**config.mk**
```make
export PLATFORM = sky130hd
export DESIGN_NAME = acc_alu8
export DESIGN_NICKNAME = d
export VERILOG_FILES = /design/src/rtl/acc_alu8_pkg.sv /design/src/rtl/acc_alu8_addsub.sv /design/src/rtl/acc_alu8_bitwise.sv /design/src/rtl/acc_alu8_pair.sv /design/src/rtl/acc_alu8.sv
export SDC_FILE = /design/constraint.sdc
export NUM_CORES = 1
export LEC_CHECK = 0
export BUFFER_PORTS_ARGS = -buffer_cell sky130_fd_sc_hd__buf_4
export CELL_PAD_IN_SITES_DETAIL_PLACEMENT = 0
export CELL_PAD_IN_SITES_GLOBAL_PLACEMENT = 1
export CORE_MARGIN = 2
export CORE_UTILIZATION = 46
export CTS_CLUSTER_DIAMETER = 200
export DETAILED_ROUTE_END_ITERATION = 12
export GPL_ROUTABILITY_DRIVEN = 0
export PLACE_DENSITY_LB_ADDON = 0.1
export SYNTH_ARGS = -nofsm -noshare
export SYNTH_HDL_FRONTEND = slang
export SYNTH_SLANG_ARGS = --single-unit
```
**constraint.sdc**
```tcl
create_clock -name clk -period 1.4 [get_ports clk]
set_clock_uncertainty 0.15 [all_clocks]
set_input_delay 0.07 -clock clk [delete_from_list [all_inputs] [get_ports clk]]
set_output_delay 0.07 -clock clk [all_outputs]
set_load 0.01 [all_outputs]
```
**src/rtl/acc_alu8_pkg.sv**
```systemverilog
package acc_alu8_pkg;
    localparam int DW    = 8;
    localparam int NIB   = 4;
    localparam int PW    = 2 * DW;
    localparam int PNIB  = PW - NIB;

    localparam int FB_S  = 7;
    localparam int FB_Z  = 6;
    localparam int FB_H  = 4;
    localparam int FB_PV = 2;
    localparam int FB_N  = 1;
    localparam int FB_C  = 0;

    typedef enum logic [3:0] {
        OP_ADD  = 4'h0, OP_ADC  = 4'h1, OP_SUB  = 4'h2, OP_SBC  = 4'h3,
        OP_CMP  = 4'h4, OP_NEG  = 4'h5, OP_INC  = 4'h6, OP_DEC  = 4'h7,
        OP_AND  = 4'h8, OP_OR   = 4'h9, OP_XOR  = 4'hA, OP_CPL  = 4'hB,
        OP_DAA  = 4'hC, OP_SCF  = 4'hD, OP_CCF  = 4'hE, OP_ADDW = 4'hF
    } alu_op_e;

    typedef struct packed {
        logic          c;
        logic          v;
        logic          h;
        logic [DW-1:0] r;
    } step_t;

    function automatic step_t add_step(input logic [DW-1:0] x, input logic [DW-1:0] y);
        step_t      o;
        logic [DW:0]  s;
        logic [NIB:0] lo;
        s    = {1'b0, x} + {1'b0, y};
        lo   = {1'b0, x[NIB-1:0]} + {1'b0, y[NIB-1:0]};
        o.r  = s[DW-1:0];
        o.c  = s[DW];
        o.h  = lo[NIB];
        o.v  = (x[DW-1] == y[DW-1]) && (o.r[DW-1] != x[DW-1]);
        return o;
    endfunction

    function automatic step_t sub_step(input logic [DW-1:0] x, input logic [DW-1:0] y);
        step_t o;
        o.r = x - y;
        o.c = (x < y);
        o.h = (x[NIB-1:0] < y[NIB-1:0]);
        o.v = (x[DW-1] != y[DW-1]) && (o.r[DW-1] != x[DW-1]);
        return o;
    endfunction

    function automatic logic [DW-1:0] pack_flags(input logic s, input logic z, input logic h,
                                                 input logic pv, input logic n, input logic c);
        logic [DW-1:0] o;
        o        = '0;
        o[FB_S]  = s;
        o[FB_Z]  = z;
        o[FB_H]  = h;
        o[FB_PV] = pv;
        o[FB_N]  = n;
        o[FB_C]  = c;
        return o;
    endfunction
endpackage

```
**src/rtl/acc_alu8_addsub.sv**
```systemverilog
module acc_alu8_addsub
    import acc_alu8_pkg::*;
(
    input  alu_op_e       op,
    input  logic [DW-1:0] a,
    input  logic [DW-1:0] b,
    input  logic          cin,
    output logic [DW-1:0] res,
    output logic [DW-1:0] flags
);
    localparam logic [DW-1:0] ONE = DW'(1);

    step_t s1, s2, st;
    logic  n;
    logic [DW-1:0] cinx;

    assign cinx = {{(DW-1){1'b0}}, cin};

    always_comb begin
        s1 = add_step(a, b);
        s2 = s1;
        st = s1;
        n  = 1'b0;
        case (op)
            OP_ADD: st = add_step(a, b);
            OP_ADC: begin
                // two chained steps: carry first, then operand
                s1   = add_step(a, cinx);
                s2   = add_step(s1.r, b);
                st.r = s2.r;
                st.c = s1.c | s2.c;
                st.h = s1.h | s2.h;
                st.v = s1.v ^ s2.v;
            end
            OP_SUB, OP_CMP: begin
                st = sub_step(a, b);
                n  = 1'b1;
            end
            OP_SBC: begin
                s1   = sub_step(a, b);
                s2   = sub_step(s1.r, cinx);
                st.r = s2.r;
                st.c = s1.c | s2.c;
                st.h = s1.h | s2.h;
                st.v = s1.v ^ s2.v;
                n    = 1'b1;
            end
            OP_NEG: begin
                st = sub_step('0, a);
                n  = 1'b1;
            end
            OP_INC: begin
                st   = add_step(a, ONE);
                st.c = cin;
            end
            OP_DEC: begin
                st   = sub_step(a, ONE);
                st.c = cin;
                n    = 1'b1;
            end
            default: st = add_step(a, b);
        endcase
    end

    assign res   = (op == OP_CMP) ? a : st.r;
    assign flags = pack_flags(st.r[DW-1], st.r == '0, st.h, st.v, n, st.c);
endmodule

```
**src/rtl/acc_alu8_bitwise.sv**
```systemverilog
module acc_alu8_bitwise
    import acc_alu8_pkg::*;
(
    input  alu_op_e       op,
    input  logic [DW-1:0] a,
    input  logic [DW-1:0] b,
    input  logic [DW-1:0] fin,
    output logic [DW-1:0] res,
    output logic [DW-1:0] flags
);
    localparam logic [DW-1:0] KEEP_SZP  = pack_flags(1'b1, 1'b1, 1'b0, 1'b1, 1'b0, 1'b0);
    localparam logic [DW-1:0] KEEP_SZPC = pack_flags(1'b1, 1'b1, 1'b0, 1'b1, 1'b0, 1'b1);
    localparam logic [DW-1:0] KEEP_N    = pack_flags(1'b0, 1'b0, 1'b0, 1'b0, 1'b1, 1'b0);
    localparam logic [DW-1:0] LOW_LIM   = DW'(9);
    localparam logic [DW-1:0] LOW_FIX   = DW'(6);
    localparam logic [DW-1:0] HIGH_FIX  = LOW_FIX << NIB;

    logic [DW-1:0] r, nf, keep;
    logic [NIB:0]  lo;
    logic          hc, cc;

    always_comb begin
        r    = a;
        nf   = '0;
        keep = '0;
        lo   = '0;
        hc   = 1'b0;
        cc   = 1'b0;
        case (op)
            OP_AND: begin
                r  = a & b;
                nf = pack_flags(r[DW-1], r == '0, 1'b1, ~^r, 1'b0, 1'b0);
            end
            OP_OR: begin
                r  = a | b;
                nf = pack_flags(r[DW-1], r == '0, 1'b0, ~^r, 1'b0, 1'b0);
            end
            OP_XOR: begin
                r  = a ^ b;
                nf = pack_flags(r[DW-1], r == '0, 1'b0, ~^r, 1'b0, 1'b0);
            end
            OP_CPL: begin
                r    = ~a;
                keep = KEEP_SZPC;
                nf   = pack_flags(1'b0, 1'b0, 1'b1, 1'b0, 1'b1, 1'b0);
            end
            OP_SCF: begin
                keep = KEEP_SZP;
                nf   = pack_flags(1'b0, 1'b0, 1'b0, 1'b0, 1'b0, 1'b1);
            end
            OP_CCF: begin
                keep = KEEP_SZP;
                nf   = pack_flags(1'b0, 1'b0, fin[FB_C], 1'b0, 1'b0, ~fin[FB_C]);
            end
            OP_DAA: begin
                // low correction first, then high check on the corrected value
                if ((DW'(a[NIB-1:0]) > LOW_LIM) || fin[FB_H]) begin
                    lo = {1'b0, a[NIB-1:0]} + {1'b0, LOW_FIX[NIB-1:0]};
                    hc = lo[NIB];
                    r  = a + LOW_FIX;
                end
                if ((DW'(r[DW-1:NIB]) > LOW_LIM) || fin[FB_C]) begin
                    r  = r + HIGH_FIX;
                    cc = 1'b1;
                end
                keep = KEEP_N;
                nf   = pack_flags(r[DW-1], r == '0, hc, ~^r, 1'b0, cc);
            end
            default: r = a;
        endcase
    end

    assign res   = r;
    assign flags = (fin & keep) | nf;
endmodule

```
**src/rtl/acc_alu8_pair.sv**
```systemverilog
module acc_alu8_pair #(
    parameter int PAIR_W = 16,
    parameter int HC_BIT = 12
) (
    input  logic [PAIR_W-1:0] x,
    input  logic [PAIR_W-1:0] y,
    output logic [PAIR_W-1:0] sum,
    output logic              hc,
    output logic              co
);
    logic [PAIR_W:0] s;
    logic [HC_BIT:0] lo;

    assign s   = {1'b0, x} + {1'b0, y};
    assign lo  = {1'b0, x[HC_BIT-1:0]} + {1'b0, y[HC_BIT-1:0]};
    assign sum = s[PAIR_W-1:0];
    assign co  = s[PAIR_W];
    assign hc  = lo[HC_BIT];
endmodule

```
**src/rtl/acc_alu8.sv**
```systemverilog
module acc_alu8
    import acc_alu8_pkg::*;
(
    input  logic          clk,
    input  logic          rst_n,
    input  logic          valid_i,
    input  logic [3:0]    op_i,
    input  logic [DW-1:0] acc_i,
    input  logic [DW-1:0] opd_i,
    input  logic [DW-1:0] flags_i,
    input  logic [PW-1:0] pair_a_i,
    input  logic [PW-1:0] pair_b_i,
    output logic          valid_o,
    output logic [DW-1:0] res_o,
    output logic [PW-1:0] pair_res_o,
    output logic [DW-1:0] flags_o
);
    typedef enum logic {ST_IDLE = 1'b0, ST_SHOW = 1'b1} state_e;

    localparam logic [DW-1:0] KEEP_PAIR = pack_flags(1'b1, 1'b1, 1'b0, 1'b1, 1'b0, 1'b0);

    alu_op_e       op;
    state_e        state_q, state_d;
    logic [DW-1:0] ar_res, ar_flags, bw_res, bw_flags;
    logic [PW-1:0] pr_sum;
    logic          pr_hc, pr_co;
    logic [DW-1:0] res_d, flags_d;
    logic [PW-1:0] pair_d;
    logic [DW-1:0] res_q, flags_q;
    logic [PW-1:0] pair_q;

    assign op = alu_op_e'(op_i);

    acc_alu8_addsub u_arith (
        .op(op), .a(acc_i), .b(opd_i), .cin(flags_i[FB_C]),
        .res(ar_res), .flags(ar_flags)
    );

    acc_alu8_bitwise u_bits (
        .op(op), .a(acc_i), .b(opd_i), .fin(flags_i),
        .res(bw_res), .flags(bw_flags)
    );

    acc_alu8_pair #(.PAIR_W(PW), .HC_BIT(PNIB)) u_pair (
        .x(pair_a_i), .y(pair_b_i), .sum(pr_sum), .hc(pr_hc), .co(pr_co)
    );

    always_comb begin
        pair_d = pair_a_i;
        if (op == OP_ADDW) begin
            res_d   = acc_i;
            pair_d  = pr_sum;
            flags_d = (flags_i & KEEP_PAIR)
                    | pack_flags(1'b0, 1'b0, pr_hc, 1'b0, 1'b0, pr_co);
        end else if (op <= OP_DEC) begin
            res_d   = ar_res;
            flags_d = ar_flags;
        end else begin
            res_d   = bw_res;
            flags_d = bw_flags;
        end
    end

    // next-state logic
    always_comb begin
        state_d = state_q;
        unique case (state_q)
            ST_IDLE: state_d = valid_i ? ST_SHOW : ST_IDLE;
            ST_SHOW: state_d = valid_i ? ST_SHOW : ST_IDLE;
        endcase
    end

    // state register
    always_ff @(posedge clk or negedge rst_n) begin
        if (!rst_n) state_q <= ST_IDLE;
        else        state_q <= state_d;
    end

    // output registers
    always_ff @(posedge clk or negedge rst_n) begin
        if (!rst_n) begin
            res_q   <= '0;
            flags_q <= '0;
            pair_q  <= '0;
        end else if (valid_i) begin
            res_q   <= res_d;
            flags_q <= flags_d;
            pair_q  <= pair_d;
        end
    end

    assign valid_o    = (state_q == ST_SHOW);
    assign res_o      = res_q;
    assign flags_o    = flags_q;
    assign pair_res_o = pair_q;

    p_spare_zero_r1: assert property (@(posedge clk) disable iff (!rst_n)
        valid_o |-> (flags_o[5] == 1'b0 && flags_o[3] == 1'b0));

    p_cmp_keeps_acc_r4: assert property (@(posedge clk) disable iff (!rst_n)
        (valid_i && op == OP_CMP) |=> (res_o == $past(acc_i)));

    p_incdec_carry_r5: assert property (@(posedge clk) disable iff (!rst_n)
        (valid_i && (op == OP_INC || op == OP_DEC)) |=> (flags_o[FB_C] == $past(flags_i[FB_C])));

    p_and_half_r6: assert property (@(posedge clk) disable iff (!rst_n)
        (valid_i && op == OP_AND) |=> (flags_o[FB_H] && !flags_o[FB_C] && !flags_o[FB_N]));

    p_pair_keep_r9: assert property (@(posedge clk) disable iff (!rst_n)
        (valid_i && op == OP_ADDW) |=> (flags_o[FB_S] == $past(flags_i[FB_S])
                                     && flags_o[FB_Z] == $past(flags_i[FB_Z])
                                     && flags_o[FB_PV] == $past(flags_i[FB_PV])
                                     && !flags_o[FB_N]));

    p_strobe_r10: assert property (@(posedge clk) disable iff (!rst_n)
        valid_i |=> valid_o);

    p_no_strobe_r10: assert property (@(posedge clk) disable iff (!rst_n)
        !valid_i |=> (!valid_o && $stable(res_o) && $stable(flags_o) && $stable(pair_res_o)));
endmodule

```
==> results of run 1 <==
[synthesized netlist by cell type, drive strengths merged, types with 4 or more instances]
cell    number
inv         47
nor2        77
a211o        5
o221ai       5
nor3        17
dfrtp       31
ha          83
or3          4
nand4        9
nand3       21
o31ai        6
xnor2       59
a211oi       9
fa           4
o211ai      13
nand2b      13
a311oi       5
o22ai        8
nand2       53
a31oi       15
buf         16
mux2i        7
a22oi        5
xor2        11
nor2b       12
a21o         9
a21oi       73
or2          5
a221oi      11
o21ai       47
mux2         6
o21a         7
clkbuf      30
[flip-flops by register name, indices dropped and copies added (netlist names)]
signal and count:
pair_res_o 16, res_o 8, valid_o 1, flags_o 6
[cell families after synthesis]
logic type                 count (synthesis)  share of synthesized area
adders and majority gates                 87                      0.193
other                                      1                   0.000646
muxes                                     15                     0.0315
buffers and inverters                     95                     0.0685
xor gates and xnor gates                  70                      0.107
AOI/OAI and AO/OA                        247                      0.279
and+or+nand+nor                          227                      0.188
DFF                                       31                      0.134
[cell type report]
cell class              instances  area share
inverters                      49      0.0199
multi-input cells             648       0.566
repair buffers                379       0.303
clock buffers                   6      0.0136
clock inverters                 1    0.000492
well taps                     172      0.0211
flip-flops and latches         31      0.0762
[layer usage]
metal  part of all wire  vias to the layer above  global-route usage  wire length (µm)
met1               0.39                     3724               0.506             10600
met3              0.091                      138              0.0597              2460
met2               0.46                      446               0.597             12300
met5                  0                        -                   0                 0
li1                   -                     3484                   -                 -
met4              0.058                        0               0.151              1570
[critical path: cells and delay by family]
| kind | cells | cell delay [ps] |
|---|---|---|
| AOI/OAI and AO/OA | 9 | 1520 |
| xor gates and xnor gates | 2 | 310 |
| adders and majority gates | 2 | 460 |
| buffers and inverters | 2 | 210 |
| muxes | 1 | 360 |
| and+or+nand+nor | 3 | 550 |
[through the flow]
stage	power, mW	setup WS, ps	TNS, ps	hold slack (ps)	utilization
CTS	6.26	-1890	-23340	1.20	0.777
floorplan	3.05	-2000	-19430	-376	-
global route	7.10	-2240	-27550	8.74	0.817
global placement	4.54	-2210	-32290	-121	0.692
detailed placement	4.64	-2380	-33650	-116	0.692
finish	6.78	-2090	-25450	2.37	0.817
[worst max path at each step]
stage	startpoint	to	slack, ps
finish	acc_i[1]	flags_o[2]$_DFFE_PN0P_	-2090
global route	acc_i[1]	flags_o[2]$_DFFE_PN0P_	-2240
CTS	acc_i[1]	flags_o[2]$_DFFE_PN0P_	-1890
detailed placement	acc_i[1]	flags_o[2]$_DFFE_PN0P_	-2380
global placement	acc_i[1]	flags_o[2]$_DFFE_PN0P_	-2210
floorplan	acc_i[1]	flags_o[2]$_DFFE_PN0P_	-2000
[report_power, final]
group	switching, mW	leakage (nW)	internal [mW]
sequential	0.0698	0.355	1.01
clock	0.384	0.0727	0.692
combinational	2.29	4.15	2.33
[cell usage in the layout, fill, tap and decap left out, types with 6 or more instances in the layout]
cell	synthesis	layout
nand4_1	9	9
nand2b_1	13	11
a21oi_1	70	44
o21a_1	7	6
nor2_2	0	8
xnor2_1	58	38
ha_1	83	61
o22ai_1	8	8
a221oi_2	0	8
dlygate4sd3_1	0	10
nand2_1	53	51
dfrtp_1	31	31
a31oi_1	15	13
xor2_1	11	11
inv_1	43	37
a21oi_2	3	26
nand3_1	20	16
nor3_1	17	11
nor2b_1	12	9
o21ai_0	45	30
nor2_1	77	62
mux2i_1	7	6
xnor2_2	1	20
inv_2	4	7
buf_4	7	323
ha_4	0	20
nor2_4	0	7
a21o_1	9	8
buf_6	1	40
o211ai_1	13	13
o21ai_1	2	10
[what timing repair did]
action | in CTS | in global routing
buffers inserted | 34 | 19
endpoints found under the hold margin | 40 | 0
pin swaps | 97 | 85
resized for setup | 125 | 84
hold buffers | 10 | 0
endpoints found under the setup margin | 24 | 28
==> run summary, run 1 <==
routed vias -> 7792
CTS H-tree lvls -> 2
Reg area -> 776 µm²
failing checks -> setup timing
Clock Tree Buf Depth -> 2
WHS Endpoint -> flags_o[2]$_DFFE_PN0P_
fin crit period -> 3490 ps
status -> complete, but fails checks
width of the die -> 116 µm
Synth cell types -> 74
slowest stage cell, crit path -> mux2_4
CTS Root Cell -> clkbuf_16
first-pass GRT wire length -> 38900 µm
vias per cell -> 6.06
crit-path max FO -> 4
cts bufs inserted -> 5
worst reg2reg startpoint -> flags_o[6]$_DFFE_PN0P_
wirelength, routed -> 27000 µm
routed length per instance -> 21.0 µm
commonest register cell after synthesis -> dfrtp_1
CP required -> 1400 ps
largest net degree at the start of global routing -> 47
ys async rst share -> 1.00
clock slew seen by the registers of the worst setup and hold paths -> 50 ps
Slew HR -> 0.616
f_max -> 287 MHz
IO Pins -> 96
Clk Latency, worst-skew pair -> 270 ps
DP Area -> 8620 µm²
max-slew violations -> 0
DIE AREA -> 13500 µm²
Yosys reg bits -> 31
vias in the first global route -> 7405
crit-path max cell delay -> 360 ps
sequential-to-total area share from yosys stat -> 0.134
initial antenna violation count -> 0
Overflow after GRT -> 0
CP Capture Type -> register
core area -> 12500 µm²
Mapped Area -> 5810 µm²
area share of the largest cell type after synthesis -> 0.179
die height -> 116 µm
Hold Crit Class -> in -> reg
share of cells above drive strength 1 -> 0.505
maximum VDD drop -> 631 µV
Startpoint Class -> primary input
1st-iter DRT viols -> 923
I/O Buffers -> 91
Row Count -> 41
Worst Hold Launch -> valid_i
Sink Count -> 31
final instance area -> 10200 µm²
number of synthesized flops with an enable pin -> 0
# diodes -> 0
Final Non-Filler Cells -> 1286
Hold Vio Cnt, Final -> 0
Worst R2R Setup Slack -> 440 ps
Synth area leader -> ha_1
CP Cell Sequence -> buf_8, clkinvlp_4, ha_4, o21bai_1, a21oi_2, nor3_1, and4b_1, o31ai_4, mux2_4, ha_4, xnor2_2, xnor2_2, a2bb2oi_2, o22ai_1, nor2_1, o21ai_1, o211ai_1, a221oi_1, a311oi_1
WS Path Type -> in -> reg
gr usage total -> 0.374
R2R depth -> 2
DRC Markers -> 0
area occupied by multi-input gates -> 5760 µm²
RSZ-0062 raised after global routing -> yes
cells after synthesis -> 773
Layout fillers -> 774
hold depth -> 3
pwr dens -> 666 nW/µm²
leakage power -> 4.58 nW
max cap viols -> 0
post-DP HPWL -> 19200 µm
placed insts -> 1231
final setup vio count -> 25
Final period util -> 2.49
syn_area_per_cell -> 7.51 µm²
Worst Path Arrival -> 3490 ps
drt pass-1 iters -> 6
Final WS setup -> -2090 ps
CTS tree -> done
Nets -> 1264
synth top area cells -> ha_1 18%, dfrtp_1 13%, xnor2_1 8.7%, a21oi_1 6.0%, nor2_1 5.0%
Routed Antenna Nets -> 0
reg2reg end -> flags_o[6]$_DFFE_PN0P_
Ys Warns -> 0
area delta synth->final -> 75.2%
Worst Tran Pin Value -> 572 ps
Starting Density -> 0.466
Note: power is estimated with default switching activity, not from simulation.
==> inputs of run 2 (changes only) <==
==> config.mk (replaced) <==
export PLATFORM = sky130hd
export DESIGN_NAME = acc_alu8
export DESIGN_NICKNAME = d
export VERILOG_FILES = /design/src/rtl/acc_alu8_pkg.sv /design/src/rtl/acc_alu8_addsub.sv /design/src/rtl/acc_alu8_bitwise.sv /design/src/rtl/acc_alu8_pair.sv /design/src/rtl/acc_alu8.sv
export SDC_FILE = /design/constraint.sdc
export NUM_CORES = 1
export LEC_CHECK = 0
export CORE_MARGIN = 2
export CORE_UTILIZATION = 53
export CTS_CLUSTER_DIAMETER = 200
export DETAILED_ROUTE_END_ITERATION = 12
export DONT_BUFFER_PORTS = 1
export GPL_ROUTABILITY_DRIVEN = 0
export PLACE_DENSITY = 0.68
export SYNTH_ARGS = -nofsm -noshare
export SYNTH_HDL_FRONTEND = slang
export SYNTH_SLANG_ARGS = --single-unit
==> run summary, run 2 (synthesis gave the netlist of run 1 again) <==
IO Pins -> 96 (unchanged)
Slew HR -> 0.574 (-0.0416)
Worst Hold Launch -> valid_i
Top Family by Delay on Critical Path -> compound AO/OA/AOI/OAI gates
Sink Count -> 31 (unchanged)
gr usage total -> 0.380 (+0.00604)
maximum VDD drop -> 616 µV (-2.3%)
Final Power -> 5.19 mW (-23%)
area occupied by multi-input gates -> 5380 µm² (-6.6%)
wirelength, routed -> 23100 µm (-14%)
DIE AREA -> 11800 µm² (-13%)
fin crit period -> 3250 ps (-235 ps)
CP Cell Sequence -> clkinvlp_4, ha_4, or2_4, a211o_1, xnor2_1, o31ai_2, mux2_4, ha_4, xnor2_2, xnor2_1, a2bb2oi_2, o22ai_1, nor2_1, o21ai_1, o211ai_1, a221oi_1, a311oi_1
width of the die -> 109 µm (-6.6%)
1st-iter DRT viols -> 981 (+6.3%)
first-pass GRT wire length -> 34900 µm (-10%)
Startpoint Class -> primary input
commonest non-fill, non-tap cell in the layout -> buf_4
final setup vio count -> 24 (-4.0%)
most frequent cells in the layout -> 177 x buf_4, 65 x nor2_1, 62 x ha_1, 53 x nand2_1, 53 x a21oi_1
CP required -> 1410 ps (about the same)
# diodes -> 0 (unchanged)
CTS H-tree lvls -> 2 (unchanged)
I/O Buffers -> 0 (-100%)
pwr dens -> 640 nW/µm² (-4.0%)
crit-path max FO -> 10 (+6)
Worst Path Arrival -> 3260 ps (-230 ps)
vias per cell -> 6.43 (+6.1%)
worst reg2reg startpoint -> flags_o[6]$_DFFE_PN0P_
share of cells above drive strength 1 -> 0.360 (-0.146)
leakage power -> 3.49 nW (-24%)
Overflow after GRT -> 0 (unchanged)
failing checks -> hold timing, setup timing
Final WS setup -> -1850 ps (+235 ps)
Clk Latency, worst-skew pair -> 280 ps (about the same)
WHS -> -335 ps (-337 ps)
max cap viols -> 0 (unchanged)
cts bufs inserted -> 5 (unchanged)
Starting Density -> 0.541 (+0.0746)
max-slew violations -> 0 (unchanged)
initial antenna violation count -> 0 (unchanged)
f_max -> 307 MHz (+7.2%)
die height -> 109 µm (-6.6%)
routed vias -> 6853 (-12%)
Nets -> 1076 (-15%)
Layout Utilization -> 0.756 (-0.0607)
Final Non-Filler Cells -> 1066 (-17%)
Hold Crit Class -> in -> reg
WHS Endpoint -> valid_o$_DFF_PN0_
drt pass-1 iters -> 7 (+1)
slowest stage cell, crit path -> o31ai_2
hold depth -> 0 (-3)
DRC Markers -> 0 (unchanged)
R2R depth -> 2 (unchanged)
Row Count -> 38 (-7.3%)
CTS tree -> done
placed insts -> 1036 (-16%)
CTS Root Cell -> clkbuf_8
Bufs and invs on worst path -> 1 (-1)
reg2reg end -> flags_o[6]$_DFFE_PN0P_
Worst R2R Setup Slack -> 420 ps (-20 ps)
WS Path Type -> in -> reg
crit-path max cell delay -> 360 ps (about the same)
vias in the first global route -> 6527 (-12%)
RSZ-0062 raised after global routing -> yes
core area -> 10700 µm² (-14%)
CP Capture Type -> register
status -> complete, but fails checks
clock slew seen by the registers of the worst setup and hold paths -> 60 ps (about the same)
hold buffers post-CTS -> 5 (-5)
area delta synth->final -> 39.8%
Clock Tree Buf Depth -> 2 (unchanged)
Layout fillers -> 797 (+3.0%)
largest net degree at the start of global routing -> 64 (+36%)
Hold Vio Cnt, Final -> 31 (+31)
Reg area -> 776 µm² (unchanged)
Worst Tran Pin Value -> 639 ps (+66.7 ps)
Routed Antenna Nets -> 0 (unchanged)
worst slack, placed -> -2170 ps (+216 ps)
post-DP HPWL -> 17300 µm (-9.8%)
Final period util -> 2.32 (-0.168)
routed length per instance -> 21.7 µm (+3.6%)
max reg flops -> 16 (unchanged)
[run 2: report_power, final]
group | total [mW] | switching (mW) | internal [mW]
Sequential | 1.16 | 0.149 | 1.01
Clock | 0.729 | 0.344 | 0.386
Combinational | 3.30 | 1.61 | 1.70
[run 2: worst max-delay path by stage]
stage	start	endpoint	slack, ps	depth (start not counted)
after floorplan	acc_i[1]	flags_o[2]$_DFFE_PN0P_	-2000	17
after global placement	acc_i[1]	flags_o[2]$_DFFE_PN0P_	-2000	17
after detailed placement	acc_i[1]	flags_o[2]$_DFFE_PN0P_	-2170	17
after CTS	acc_i[1]	flags_o[2]$_DFFE_PN0P_	-1730	17
after global routing	acc_i[1]	flags_o[2]$_DFFE_PN0P_	-1900	20
final	acc_i[1]	flags_o[2]$_DFFE_PN0P_	-1850	17
[run 2: what timing repair did]
action,4_1_cts,5_1_grt
hold endpoints to repair,62,31
gates resized for setup,65,33
pin swaps,45,26
endpoints found under the setup margin,23,24
setup buffers,20,4
[run 2: metal layers]
metal	GRT usage	wire length [µm]	vias to the layer above
met5	0	0	-
met4	0.124	952	0
met3	0.0705	2690	89
met2	0.596	10300	452
met1	0.527	9180	3208
li1	-	-	3104
[run 2: stage by stage]
step | hold slack [ps] | cell area, µm² | TNS, ps
global route | -347 | 8120 | -21030
detailed placement | -375 | 7350 | -27720
finish | -335 | 8120 | -18880
global placement | -375 | 7350 | -26430
floorplan | -376 | 6260 | -19430
CTS | -333 | 7940 | -17970
[run 2: area by class of cell]
class | count | area share
Clock inverter | 1 | 0.000616
Tap cell | 140 | 0.0216
Multi-Input combinational cell | 648 | 0.663
Inverter | 49 | 0.0250
Sequential cell | 31 | 0.0955
Timing Repair Buffer | 191 | 0.185
Clock buffer | 6 | 0.0102
